[src/rtl/fl_pkg.sv]
// Shared types and constants for the fast-lock timer.
// Assumes: single clock domain, pump select encoded as one bit.
package fl_pkg;
    typedef enum logic {
        PUMP_NORMAL = 1'b0,
        PUMP_FAST   = 1'b1
    } pump_sel_e;

    localparam int DEF_CNT_W   = 13;
    localparam int DEF_NCODE_W = 4;
    localparam int DEF_FCODE_W = 3;
endpackage

[src/rtl/fl_trigger.sv]
// Trigger qualifier: combines the frequency-update strobe and the
// power-input rising edge into one start pulse, gated by the arm bit.
// Assumes: freq_upd is a single-cycle strobe; pwr_on is synchronous.
// The edge history resets to "powered" so reset release is never an edge.
module fl_trigger (
    input  logic clk,
    input  logic rst_n,
    input  logic arm_en,
    input  logic pwr_on,
    input  logic upd_stb,
    output logic fire
);
    logic pwr_prev;
    logic pwr_rise;

    // Remember the power input from the previous cycle.
    always_ff @(posedge clk) begin
        if (!rst_n) pwr_prev <= 1'b1;
        else        pwr_prev <= pwr_on;
    end

    // Detect a start condition in the current cycle.
    always_comb begin
        pwr_rise = pwr_on & ~pwr_prev;
        fire     = arm_en & pwr_on & (upd_stb | pwr_rise);
    end
endmodule

[src/rtl/fl_period.sv]
// Period counter: loads the programmed count on a start pulse and
// decrements once per PFD tick until it reaches zero.
// Assumes: a start pulse takes priority over a tick in the same cycle;
// a zero load means no period. Power-off clears the count.
module fl_period #(
    parameter int CNT_W = fl_pkg::DEF_CNT_W
) (
    input  logic             clk,
    input  logic             rst_n,
    input  logic             fire,
    input  logic             pwr_on,
    input  logic             tick,
    input  logic [CNT_W-1:0] load_val,
    output logic             active
);
    localparam logic [CNT_W-1:0] ZERO = '0;
    localparam logic [CNT_W-1:0] ONE  = {{(CNT_W-1){1'b0}}, 1'b1};

    logic [CNT_W-1:0] remain;

    // Hold the number of PFD ticks left in the fast period.
    always_ff @(posedge clk) begin
        if (!rst_n)                       remain <= ZERO;
        else if (fire)                    remain <= load_val;
        else if (!pwr_on)                 remain <= ZERO;
        else if (tick && remain != ZERO)  remain <= remain - ONE;
    end

    // A nonzero remainder means the fast phase is in progress.
    always_comb active = (remain != ZERO);
endmodule

[src/rtl/fl_drive.sv]
// Output stage: turns the active flag into pump select and switch
// controls, and passes the current codes through untouched.
// Assumes: switch and pump select share one timing source.
module fl_drive #(
    parameter int NCODE_W = fl_pkg::DEF_NCODE_W,
    parameter int FCODE_W = fl_pkg::DEF_FCODE_W
) (
    input  logic               active,
    input  logic [NCODE_W-1:0] ncode_in,
    input  logic [FCODE_W-1:0] fcode_in,
    output logic               sel_fast,
    output logic               sw_close,
    output logic               in_fast,
    output logic [NCODE_W-1:0] ncode_out,
    output logic [FCODE_W-1:0] fcode_out
);
    fl_pkg::pump_sel_e sel;

    // Pick the pump and switch state from the active flag.
    always_comb begin
        sel       = active ? fl_pkg::PUMP_FAST : fl_pkg::PUMP_NORMAL;
        sel_fast  = (sel == fl_pkg::PUMP_FAST);
        sw_close  = active;
        in_fast   = active;
        ncode_out = ncode_in;
        fcode_out = fcode_in;
    end
endmodule

[src/rtl/fastlock_timer.sv]
// Fast-lock charge-pump timer top level.
// After a committed retune or a power-up edge, and only when armed, it
// selects the fast pump and closes the loop-filter bypass for
// fast_count PFD cycles. Assumes synchronous inputs and a one-cycle
// pfd_tick per PFD period.
module fastlock_timer #(
    parameter int CNT_W   = fl_pkg::DEF_CNT_W,
    parameter int NCODE_W = fl_pkg::DEF_NCODE_W,
    parameter int FCODE_W = fl_pkg::DEF_FCODE_W
) (
    input  logic               clk,
    input  logic               rst_n,
    input  logic               pfd_tick,
    input  logic               fast_en,
    input  logic [CNT_W-1:0]   fast_count,
    input  logic               freq_upd,
    input  logic               pll_pwr_on,
    input  logic [NCODE_W-1:0] norm_code_i,
    input  logic [FCODE_W-1:0] fast_code_i,
    output logic               pump_fast,
    output logic               bypass_on,
    output logic               busy,
    output logic [NCODE_W-1:0] norm_code_o,
    output logic [FCODE_W-1:0] fast_code_o
);
    logic fire;
    logic active;

    fl_trigger u_trig (
        .clk     (clk),
        .rst_n   (rst_n),
        .arm_en  (fast_en),
        .pwr_on  (pll_pwr_on),
        .upd_stb (freq_upd),
        .fire    (fire)
    );

    fl_period #(.CNT_W(CNT_W)) u_period (
        .clk      (clk),
        .rst_n    (rst_n),
        .fire     (fire),
        .pwr_on   (pll_pwr_on),
        .tick     (pfd_tick),
        .load_val (fast_count),
        .active   (active)
    );

    fl_drive #(.NCODE_W(NCODE_W), .FCODE_W(FCODE_W)) u_drive (
        .active    (active),
        .ncode_in  (norm_code_i),
        .fcode_in  (fast_code_i),
        .sel_fast  (pump_fast),
        .sw_close  (bypass_on),
        .in_fast   (busy),
        .ncode_out (norm_code_o),
        .fcode_out (fast_code_o)
    );
endmodule

[config.mk]
export PLATFORM = sky130hd
export DESIGN_NAME = fastlock_timer
export DESIGN_NICKNAME = d
export VERILOG_FILES = /design/src/rtl/fl_pkg.sv /design/src/rtl/fl_trigger.sv /design/src/rtl/fl_period.sv /design/src/rtl/fl_drive.sv /design/src/rtl/fastlock_timer.sv
export SDC_FILE = /design/constraint.sdc
export NUM_CORES = 1
export LEC_CHECK = 0
export CORE_MARGIN = 1
export CORE_UTILIZATION = 45
export CTS_CLUSTER_SIZE = 14
export DETAILED_ROUTE_END_ITERATION = 8
export PLACE_DENSITY = 0.75
export SLEW_MARGIN = 0
export SYNTH_ARGS = -nofsm -noshare
export SYNTH_HDL_FRONTEND = slang
export SYNTH_HIERARCHICAL = 1
export SYNTH_SLANG_ARGS = --single-unit
[constraint.sdc]
create_clock -name clk -period 3.2 [get_ports clk]
set_clock_uncertainty 0.15 [all_clocks]
set_input_delay 0.8 -clock clk [delete_from_list [all_inputs] [get_ports clk]]
set_output_delay 0.8 -clock clk [all_outputs]
set_load 0.01 [all_outputs]
; ---- After elaboration in Yosys (flattened, before gate mapping)
; Index checks and enable logic that the tools add are counted.
; W data, S select, Z words.
[op_classes]
eq_ne = 1
n_reduce_logical = 2
n_mux = 4
addsub = 1
bitwise_logic = 5
[ops]
columns = op, count
row1 = $mux W13, 3
row2 = $reduce_bool A13 Y1, 1
row3 = $sub A13 B1 Y13 const B, 1
row4 = $and A1 B1 Y1, 3
row5 = $ne A3 B1 Y1 const B, 1
row6 = $logic_and A1 B1 Y1, 1
row7 = $mux W1, 1
row8 = $not A1 Y1, 1
row9 = $or A1 B1 Y1, 1
[word_totals]
in_bits = 26
wordCells = 15
out_inout_bits = 10
regBits = 14

; ---- Depth between registers and ports, before layout
[depth]
ltp_word = 5
mapped_depth = 8
mapped_depth_nobuf = 6

; ---- Hierarchy
; Netlist, hierarchy kept.
[modules_own_cells]
columns = mod, instances, seq_area_each_um2, area_each_um2, cells_each
row1 = fl_period, 1, 260.2, 939.7, 115
row2 = fl_drive, 1, 0.0, 75.1, 10
row3 = fl_trigger, 1, 20.0, 42.5, 5

; ---- Worst setup path before layout
; OpenSTA, ideal clock, no wires.
[synth_path]
path_kind = register to output
startpoint = register u_period.remain[4]
endpoint = output busy
required_ps = 2250
n_path_buf = 3
t_arrival_ps = 1620
slack_ps = 630
path_stages_with_launch = 6
path_cell_list = dfxtp_1 > buf_6 > or4_4 > buf_6 > or3_1 > buf_4
[synth_between]
elab_chain_len = 1
[synth_lines]
columns = item, line_no
row1 = "start, declared", fl_period.sv:19  ; logic [CNT_W-1:0] remain;
row2 = "start signal, assigned", fl_period.sv:24  ; else if (fire) remain <= load_val;
row3 = "start signal, assigned", fl_period.sv:26  ; else if (tick && remain != ZERO) remain <= remain - ONE;
row4 = $reduce_bool A13 Y1, fl_period.sv:30  ; always_comb active = (remain != ZERO);
row5 = "end, declared", fastlock_timer.sv:22  ; output logic busy,
; No other way between the ends.

; ---- Worst setup path after layout
[layout_path]
startpoint = register u_period.remain[0]
endpoint = output bypass_on
[layout_between]
elab_chain_len = 1
[layout_lines]
columns = item, line_no
row1 = $reduce_bool A13 Y1, fl_period.sv:30
row2 = "end, declared", fastlock_timer.sv:21  ; output logic bypass_on,
; No other way between the ends.

==> impl_metrics.csv <==
group,metric,value,unit
drt,routedWlPerCell,15.9,µm
pwr,ir_drop,0.000233,V
clocking,postCtsSetupBuffers,0,
worst_setup_path,r2r_slack,0.89,ns
worst_setup_path,cp-startpoint,"u_period/remain[0]",
clocking,cts.htree.levels,1,
worst_setup_path,path_cells,"inv_1 -> ha_1 -> or4b_1 -> or3_1 -> dlymetal6s2s_1",
worst_setup_path,cpLargestDelayFamily,"simple AND/OR/NAND/NOR gates",
floorplanning,initial_utilization,0.478,
final_layout,num-nets-final,170,
clocking,clock_latency,0.28,ns
timing,fmax,355,MHz
timing,rsz0062_at_grt,"false",
synth,ys_warn_count,6,
placement,placed_cell_area,0.00121,mm²
placement,gp_congestion,0.826,
drt,drcViolationCount,0,
timing,slew_viol_final,0,
worst_setup_path,crit_required,2.25,ns
placement,dpl.hpwl,1940,µm
global_route,grt_pass1_wl,4460,µm
synth,ys_top_cells_by_area,"dfxtp_1 (27%), buf_4 (7.1%), nand2_1 (4.3%)",
drt,dr_total_vias,1070,
worst_setup_path,endpoint_kind,"primary output",
timing,setup_violations,0,
global_route,grtUsageTotal,0.230,
drt,viasPerCell,6.33,
global_route,grt_util_met2,0.371,
worst_setup_path,cp-endpoint,"bypass_on",
final_layout,stdcell_area,0.00126,mm²
synth,synth_seq_cells,14,
floorplanning,die_x,50.5,µm
final_layout,area_delta_synth_final,19.3,%
worst_setup_path,worstSetupPathType,"reg2out",
worst_hold_path,hp-class,"reg2reg",
synth,synth-seq-area-share,0.265,
floorplanning,die_h,50.5,µm
floorplanning,num_rows,17,
timing,tightest_slew,0.762,ns
worst_setup_path,rr_startpoint,"u_period/remain[0]",
global_route,met3_usage,0.0394,
synth,syn_avg_cell_area,8.13,µm²
clocking,root_buffer,"clkbuf_4",
drt,drtIter0Drc,32,
synth,syn_inst,130,
global_route,grt_max_degree,17,
worst_setup_path,worstReg2RegEnd,"u_period/remain[0]",
drt,finalWirelength,2690,µm
final_layout,fillers,227,
timing,setup_ws,0.379,ns
run,max-cap-violations,0,
global_route,grt_overflow,0,
final_layout,antenna_cells,0,
worst_setup_path,cp_max_fo,6,
worst_setup_path,path_buf_inv,2,
global_route,antenna_found_initial,0,
timing,relSlewSlack,0.488,
synth,mappedNetlistArea,0.00106,mm²
placement,port_buffers,21,
timing,hold_viol_final,0,
worst_setup_path,arrival,1.87,ns
worst_setup_path,rr_worst_depth,7,
worst_setup_path,crit_slowest_cell,"or4b_1",
worst_setup_path,cpPeakStageDelay,0.44,ns
synth,synth_top_area_frac,0.265,
synth,syn-num-nets,158,
drt,ant_nets,0,
run_status,status,"finished, final reports clean",
clocking,clk_pin_slew,0.09,ns
placement,place_ws,0.297,ns
worst_setup_path,cp.depth,5,
global_route,busiest_layer,"met2",
pwr,p_per_area,479,mW/mm²
timing,fin_crit_sh,0.881,
global_route,use_met1,0.310,
worst_setup_path,cp-start-kind,"flop",
clocking,cts_tree,"built",
floorplanning,pin_count,36,
clocking,clock_sinks,14,
timing,finalSetupTns,0,ns
synth,ys_types,49,
pwr,leakagePower,0.457,nW
final_layout,drive_above_1_share,0.121,
clocking,cts_inserted_buffers,3,
synth,synth_largest_area_cell,"dfxtp_1",
clocking,clockBufferDepth,2,
floorplanning,dieArea,0.00255,mm²
global_route,grt_pass1_vias,956,
timing,finalCriticalPeriod,2.82,ns
drt,first_pass_iters,5,
floorplanning,design.core.area,0.00221,mm²
[metrics by stage]
stage,std cells,utilization,hold slack [ns],total power [mW]
after floorplan,130,-,0.337,0.411
after global placement,165,0.549,0.381,0.468
after detailed placement,165,0.549,0.381,0.475
after CTS,169,0.566,0.397,0.608
after global routing,169,0.570,0.439,0.647
final,169,0.570,0.401,0.604
[Yosys cell counts (all sizes together)]
master	n
nor4	4
a311oi	5
o21ai	4
or4b	1
o31ai	4
dfxtp	14
nor3b	2
a21oi	6
nor4b	1
and2	2
or2	1
ha	2
nand4	3
o221a	1
a22oi	2
o211ai	1
a21boi	1
o21a	2
nand3	2
clkbuf	6
or3	1
o311ai	2
a32o	2
buf	13
inv	3
o2111ai	1
or3b	1
nor2	6
nand2	13
nor2b	1
nor3	6
clkinv	1
a31o	1
or4	4
o31a	3
o41ai	1
o311a	1
a22o	1
nand2b	2
mux2i	1
a221oi	1
xnor2	1
[logic make-up after synthesis]
family	after synthesis	synth area share
and+or+nand+nor	50	0.263
muxes	1	0.00947
buffers and inverters	23	0.133
xor gates and xnor gates	1	0.00829
adders and majority gates	2	0.0237
DFF	14	0.265
AOI/OAI and AO/OA	39	0.298
[sequential cells by signal, indices dropped and copies added, names as in the netlist]
signal,count
u_period/remain,13
u_trig/pwr_prev,1
[layout make-up]
class                      instances  area [µm²]  area share
tap                               28        35.0      0.0278
timing repair buffer              26         255       0.202
clock buffer                       4        36.3      0.0288
multi-input combinational         93         637       0.505
sequential                        14         283       0.224
inverter                           4        15.0      0.0119
[worst min-delay path by stage]
stage,to,cells past startpoint,start,slack [ns]
final,u_period/remain[9],2,u_period/remain[9],0.40
after global placement,u_period/remain[8],2,u_period/remain[8],0.38
after CTS,u_period/remain[9],2,u_period/remain[9],0.40
after floorplan,u_period/remain[8],2,u_period/remain[8],0.34
after detailed placement,u_period/remain[9],2,u_period/remain[9],0.38
after global routing,u_period/remain[8],2,u_period/remain[8],0.44
[power by group]
part | internal (mW) | switching [mW] | total, mW
logic | 0.121 | 0.131 | 0.252
registers | 0.194 | 0.0276 | 0.222
clock network | 0.0692 | 0.0613 | 0.131
total | 0.385 | 0.220 | 0.604
[layer usage]
metal,wire length (µm),vias to the layer above
li1,-,512
met1,1170,509
met2,1290,43
met3,210,6
met4,29,0
met5,0,-
[placed cells by master (no fill, tap or decap), types with 4 or more instances in the layout]
cell type	Yosys	routed
clkdlybuf4s50_1	0	18
nand2_1	12	12
dfxtp_1	14	12
nor3_1	6	6
nor2_1	6	6
a311oi_1	5	5
a21oi_1	5	5
buf_4	10	5
nor4_1	4	4
o21ai_0	4	4
[worst register-to-register path, stage by stage (launching register included)]
cell and delay [ns]:
dfxtp_1 0.37, inv_1 0.10, ha_1 0.14, or4b_1 0.44, buf_4 0.18, o31ai_4 0.35
nand2_2 0.20, o221a_1 0.28
[repair_timing]
action,4_1_cts,5_1_grt
endpoints found under the setup margin,0,3
resized for setup,0,5
hold buffers,0,0
(Power assumes the default switching activity.)
